<file path="src/rtl/dpg_pkg.sv">
// Shared types for the delayed pulse generator.
// Assumes nothing beyond a synchronous design context.
package dpg_pkg;
    // Phases of the start-delay sequencer
    typedef enum logic [1:0] {
        DLY_IDLE  = 2'd0,  // channel disabled, waiting for enable
        DLY_WAIT  = 2'd1,  // counting down the start delay
        DLY_SPENT = 2'd2   // train launched, nothing more to do until disable
    } dly_state_t;
endpackage

</file>
<file path="src/rtl/dpg_delay.sv">
// Start-delay sequencer. It samples the delay count on the enabling edge and
// raises launch_o (combinational) during the cycle whose closing edge must
// start the pulse train. Assumes the enable is synchronous to clk.
module dpg_delay
    import dpg_pkg::*;
#(
    parameter int CNT_W = 32
) (
    input  logic             clk,
    input  logic             rst_n,
    input  logic             en_i,
    input  logic [CNT_W-1:0] delay_i,
    output logic             launch_o
);
    localparam logic [CNT_W-1:0] ONE = CNT_W'(1);

    dly_state_t       st_q;
    logic [CNT_W-1:0] left_q;

    // Launch now: zero delay seen at enable, or last delay cycle reached
    always_comb begin
        launch_o = en_i && (((st_q == DLY_IDLE) && (delay_i == '0)) ||
                            ((st_q == DLY_WAIT) && (left_q == ONE)));
    end

    // Sequencer state and remaining-delay counter
    always_ff @(posedge clk) begin
        if (!rst_n) begin
            st_q   <= DLY_IDLE;
            left_q <= '0;
        end else if (!en_i) begin
            st_q   <= DLY_IDLE;
        end else begin
            case (st_q)
                DLY_IDLE: begin
                    if (delay_i == '0) begin
                        st_q <= DLY_SPENT;
                    end else begin
                        st_q   <= DLY_WAIT;
                        left_q <= delay_i;
                    end
                end
                DLY_WAIT: begin
                    if (left_q == ONE) st_q <= DLY_SPENT;
                    left_q <= left_q - ONE;
                end
                default: st_q <= DLY_SPENT;
            endcase
        end
    end
endmodule

</file>
<file path="src/rtl/dpg_train.sv">
// Pulse train engine. A launch starts a pulse. It latches the period and width
// at every pulse start. If period > width it repeats; otherwise it stops after
// one pulse. Assumes width >= 1. Outputs are gated by the enable combinationally.
module dpg_train #(
    parameter int CNT_W = 32
) (
    input  logic             clk,
    input  logic             rst_n,
    input  logic             en_i,
    input  logic             launch_i,
    input  logic [CNT_W-1:0] period_i,
    input  logic [CNT_W-1:0] width_i,
    output logic             pulse_o,
    output logic             start_o
);
    localparam logic [CNT_W-1:0] ONE = CNT_W'(1);

    logic             run_q;
    logic [CNT_W-1:0] ph_q;
    logic [CNT_W-1:0] per_q;
    logic [CNT_W-1:0] wid_q;
    logic             repeat_w;

    // Repetition is chosen from the counts latched for the current pulse
    always_comb begin
        repeat_w = per_q > wid_q;
    end

    // Output decode, forced low at once when the channel is disabled
    always_comb begin
        pulse_o = en_i && run_q && (ph_q < wid_q);
        start_o = en_i && run_q && (ph_q == '0);
    end

    // Phase counter with boundary latching of period and width
    always_ff @(posedge clk) begin
        if (!rst_n) begin
            run_q <= 1'b0;
            ph_q  <= '0;
            per_q <= '0;
            wid_q <= '0;
        end else if (!en_i) begin
            run_q <= 1'b0;
        end else if (launch_i) begin
            run_q <= 1'b1;
            ph_q  <= '0;
            per_q <= period_i;
            wid_q <= width_i;
        end else if (run_q) begin
            if (repeat_w) begin
                if (ph_q == per_q - ONE) begin
                    ph_q  <= '0;
                    per_q <= period_i;
                    wid_q <= width_i;
                end else begin
                    ph_q <= ph_q + ONE;
                end
            end else if (ph_q == wid_q - ONE) begin
                run_q <= 1'b0;
            end else begin
                ph_q <= ph_q + ONE;
            end
        end
    end
endmodule

</file>
<file path="src/rtl/dpg_led.sv">
// LED stretcher. Every start strobe reloads a down-counter with the stretch
// length; the LED is lit while the counter is non-zero. Assumes length >= 1.
module dpg_led #(
    parameter int LED_W = 24
) (
    input  logic             clk,
    input  logic             rst_n,
    input  logic             start_i,
    input  logic [LED_W-1:0] len_i,
    output logic             led_o
);
    logic [LED_W-1:0] cnt_q;

    // Reload on each strobe, otherwise count down to zero
    always_ff @(posedge clk) begin
        if (!rst_n)              cnt_q <= '0;
        else if (start_i)        cnt_q <= len_i;
        else if (cnt_q != '0)    cnt_q <= cnt_q - LED_W'(1);
    end

    // Lit while the stretch count runs
    always_comb begin
        led_o = cnt_q != '0;
    end
endmodule

</file>
<file path="src/rtl/dly_pulse_gen.sv">
// Top of the single-channel delayed pulse generator: a start-delay sequencer,
// a pulse train engine and an LED stretcher. All counts are in clock cycles.
// Assumes width_cnt_i >= 1 and led_len_i >= 1.
module dly_pulse_gen #(
    parameter int CNT_W = 32,
    parameter int LED_W = 24
) (
    input  logic             clk,
    input  logic             rst_n,
    input  logic             en_i,
    input  logic [CNT_W-1:0] delay_cnt_i,
    input  logic [CNT_W-1:0] width_cnt_i,
    input  logic [CNT_W-1:0] period_cnt_i,
    input  logic [LED_W-1:0] led_len_i,
    output logic             pulse_o,
    output logic             start_o,
    output logic             led_o
);
    logic launch_w;

    dpg_delay #(.CNT_W(CNT_W)) u_delay (
        .clk      (clk),
        .rst_n    (rst_n),
        .en_i     (en_i),
        .delay_i  (delay_cnt_i),
        .launch_o (launch_w)
    );

    dpg_train #(.CNT_W(CNT_W)) u_train (
        .clk      (clk),
        .rst_n    (rst_n),
        .en_i     (en_i),
        .launch_i (launch_w),
        .period_i (period_cnt_i),
        .width_i  (width_cnt_i),
        .pulse_o  (pulse_o),
        .start_o  (start_o)
    );

    dpg_led #(.LED_W(LED_W)) u_led (
        .clk     (clk),
        .rst_n   (rst_n),
        .start_i (start_o),
        .len_i   (led_len_i),
        .led_o   (led_o)
    );
endmodule

</file>
<file path="config.mk">
export PLATFORM = sky130hd
export DESIGN_NAME = dly_pulse_gen
export DESIGN_NICKNAME = d
export VERILOG_FILES = /design/src/rtl/dpg_pkg.sv /design/src/rtl/dpg_delay.sv /design/src/rtl/dpg_train.sv /design/src/rtl/dpg_led.sv /design/src/rtl/dly_pulse_gen.sv
export SDC_FILE = /design/constraint.sdc
export NUM_CORES = 1
export LEC_CHECK = 0
export BUFFER_PORTS_ARGS = -buffer_cell sky130_fd_sc_hd__buf_2
export CAP_MARGIN = 20
export CORE_ASPECT_RATIO = 0.9
export CORE_MARGIN = 2
export CORE_UTILIZATION = 40
export CTS_BUF_LIST = sky130_fd_sc_hd__clkbuf_4
export CTS_CLUSTER_SIZE = 8
export DETAILED_ROUTE_END_ITERATION = 6
export PLACE_DENSITY = 0.58
export SYNTH_ARGS = -nofsm -noshare
export SYNTH_HDL_FRONTEND = slang
export SYNTH_HIERARCHICAL = 1
export SYNTH_SLANG_ARGS = --single-unit
</file>
<file path="constraint.sdc">
create_clock -name clk -period 3.8 [get_ports clk]
set_input_delay 0.19 -clock clk [delete_from_list [all_inputs] [get_ports clk]]
set_output_delay 0.19 -clock clk [all_outputs]
set_load 0.02 [all_outputs]
</file>
==> qor.txt <==
outcome -> completed
post-synthesis sequential area ratio -> 0.270
DR DRC count -> 0
Routability Congestion -> 0.876
startpoint types -> flop
final instance area -> 14100 um^2
Syn Nets -> 1657
Final Slew Violations -> 0
vias in the first global route -> 10800
HP Class -> in2reg
Max Cap Viol -> 0
Final Core Density -> 0.503
drt via density -> 5.63
Worst-Margin Slew -> 0.925 ns
EDFF count, synth -> 0
Detailed Route WL -> 36.0 mm
Tot GR Track Use -> 0.240
Multi-input gate area -> 7740 um^2
# fillers -> 2760
crit path time final -> 3.55 ns
mapped cell area -> 11500 um^2
PD cells -> 294 nW/um^2
Crit. path cell count -> 11
Top delay family on crit path -> compound AO/OA/AOI/OAI gates
DR WL/cell -> 17.4 um
Max clock buf depth -> 2
largest net degree at the start of global routing -> 56
number of port buffers -> 125
Pleak -> 6.23 nW
Crit Path Max Fanout -> 10
Top Ports -> 126
register bit total from synthesis -> 155
DR iter-0 viols -> 1003
DP Area -> 12600 um^2
Setup TNS -> 0 ns
overall power -> 0.00415 W
die height -> 165 um
Hold Path Depth -> 4
Crit Path Class -> reg2out
setup slack, reg-to-reg -> 0.26 ns
syn avg cell area -> 7.85 um^2
Req. time, crit path -> 3.61 ns
Fmax achieved -> 281 MHz
TritonCTS clock tree -> yes
FF/Latch Area -> 3100 um^2
relative slew slack -> 0.383
CP endpoint kind -> primary output
Core Box Area -> 28100 um^2
Final period util -> 0.935
RSZ-0062 raised after global routing -> no
Buf/Inv on CP -> 1
clk_skew -> 0.0349 ns
initial antenna violation count -> 2
Final setup viols -> 0
FFs w/ async S/R, synth -> 0
Hold Path Origin -> led_len_i[19]
synth unique cells -> 81
CTS Buf Count -> 17
Row Count -> 58
top cells by count, synth -> 155 x dfxtp_1, 141 x nor2_1, 117 x nand2_1
Clk pin slew, worst setup/hold paths -> 0.14 ns
Vias -> 11700
most used cell, CP -> a21o_1
crit-path cells -> ha_1 -> a21o_1 -> a21o_1 -> a21o_1 -> a21o_1 -> a21o_1 -> a21o_1 -> a21oi_1 -> o211ai_1 -> a211oi_1 -> buf_2
RR Endpoint -> u_train/ph_q[15]$_SDFFE_PN0P_
worst reg2reg startpoint -> u_train/wid_q[27]$_SDFFE_PN0P_
Clk Latency, worst-skew pair -> 0.59 ns
Starting Density -> 0.409
Die X -> 183 um
DPL Wire Length -> 26.4 mm
Worst path max stage delay -> 0.67 ns
final hold vios -> 0
Peak VDD IR -> 0.186 mV
clock sink count -> 155
H-tree levels -> 4
Syn-to-layout area delta -> 23.1%
Main synth FF type -> dfxtp_1
share of the synthesized area in the top cell type -> 0.270
die area -> 30100 um^2
first-pass GRT wire length -> 57.5 mm
Worst path slowest cell -> dfxtp_1
Syn Inst Count -> 1462
share of cells above drive strength 1 -> 0.140
Area contributors post-synth -> dfxtp_1 27%, ha_1 7.9%, mux2i_1 6.1%
Reg2Reg Depth -> 12
top-count cell post-synth -> dfxtp_1
Worst Hold End -> u_led/cnt_q[19]$_SDFFE_PN0P_
Ys Warns -> 6
Final ANT Viol Nets -> 0
DR pass1 iterations -> 6
top cell type by total area after synthesis -> dfxtp_1
CTS Root Buffer Type -> clkbuf_4
GRT overflow -> 0
final net count -> 1890
worst path arrival time -> 3.36 ns
worst reg2reg max path: stages, from the launching register on:
cell and delay (ns):
dfxtp_1 0.46, inv_1 0.17, ha_1 0.35, nand4_1 0.16
nor4_1 0.50, nand2b_1 0.10, a31oi_1 0.29, nor2_1 0.17
o2111a_1 0.21, a21o_1 0.23, or3_1 0.33, buf_4 0.20
o32ai_1 0.30
cell usage in the layout, fill, tap and decap left out, types with 27 or more instances in the layout:
master	Yosys	routed
dfxtp_1	155	155
nor2_1	141	141
buf_2	11	125
dlygate4sd3_1	0	122
nand2_1	117	117
a21oi_1	90	90
ha_1	72	72
mux2i_1	70	70
xnor2_1	61	61
inv_1	61	60
buf_4	4	58
nand3_1	56	56
o21ai_0	51	51
nor3_1	50	49
nand4_1	47	47
xor2_1	44	44
nor4_1	44	43
or3_1	27	27
power breakdown:
part           switching, W  internal, W
registers          0.000142      0.00175
logic              0.000660     0.000571
clock network      0.000644     0.000388
final cells by class:
cell class / count / area share
Antenna cell: 2 / 0.000354
Clock buffer: 18 / 0.00957
Clock inverter: 14 / 0.00913
Inverter: 62 / 0.0165
Multi-Input combinational cell: 1152 / 0.548
Sequential cell: 155 / 0.220
Tap cell: 360 / 0.0319
Timing Repair Buffer: 307 / 0.164
worst max-delay path by stage:
| stage | slack [ns] | from | to |
|---|---|---|---|
| after floorplan | 0.47 | u_delay/left_q[15]$_SDFFE_PN0P_ | u_train/ph_q[15]$_SDFFE_PN0P_ |
| after global placement | 0.27 | u_train/per_q[9]$_SDFFE_PN0P_ | u_train/ph_q[25]$_SDFFE_PN0P_ |
| after detailed placement | 0.21 | u_train/per_q[9]$_SDFFE_PN0P_ | u_train/ph_q[25]$_SDFFE_PN0P_ |
| after CTS | 0.17 | u_train/per_q[9]$_SDFFE_PN0P_ | u_train/ph_q[24]$_SDFFE_PN0P_ |
| after global routing | 0.003 | u_train/per_q[9]$_SDFFE_PN0P_ | u_train/ph_q[22]$_SDFFE_PN0P_ |
| final | 0.25 | u_train/ph_q[17]$_SDFFE_PN0P_ | pulse_o |
cell families (layout without fill, tap and decap cells):
family,count (synthesis),count (layout),synth area share
adder cells (fa/ha/maj),72,72,0.0785
XOR/XNOR,105,105,0.0802
flip-flops,155,155,0.270
multiplexers,70,70,0.0611
buffers and inverters,155,401,0.0592
AO/OA/AOI/OAI,311,311,0.175
AND/OR/NAND/NOR,594,594,0.276
other,0,2,0
layer usage:
metal	part of all wire	up-vias	GRT usage	routed length, um
met3	0.071	22	0.0428	2570
met1	0.51	5458	0.360	18200
met2	0.41	361	0.357	14900
li1	-	5822	-	-
met5	0	-	0	0
met4	0.010	0	0.0473	368
stage by stage:
step / instances / hold WS, ns / worst slack, ns
after CTS: 2066 / 0.282 / 0.165
after global routing: 2070 / 0.294 / 0.00255
after floorplan: 1462 / 0.299 / 0.466
after detailed placement: 1912 / 0.394 / 0.206
after global placement: 1912 / 0.382 / 0.274
final: 2070 / 0.331 / 0.246
sequential cells by signal, summed over array words and instances, names as in the netlist:
name	cells
u_delay/left_q	32
u_delay/st_q	2
u_led/cnt_q	24
u_train/per_q	32
u_train/ph_q	32
u_train/run_q	1
u_train/wid_q	32
timing repair:
action | CTS | global route
hold endpoints to repair | 121 | 0
endpoints found under the setup margin | 0 | 71
gates resized for setup | 0 | 3
hold buffers | 122 | 0
setup buffers | 0 | 2
Note: power is estimated with default switching activity, not from simulation.
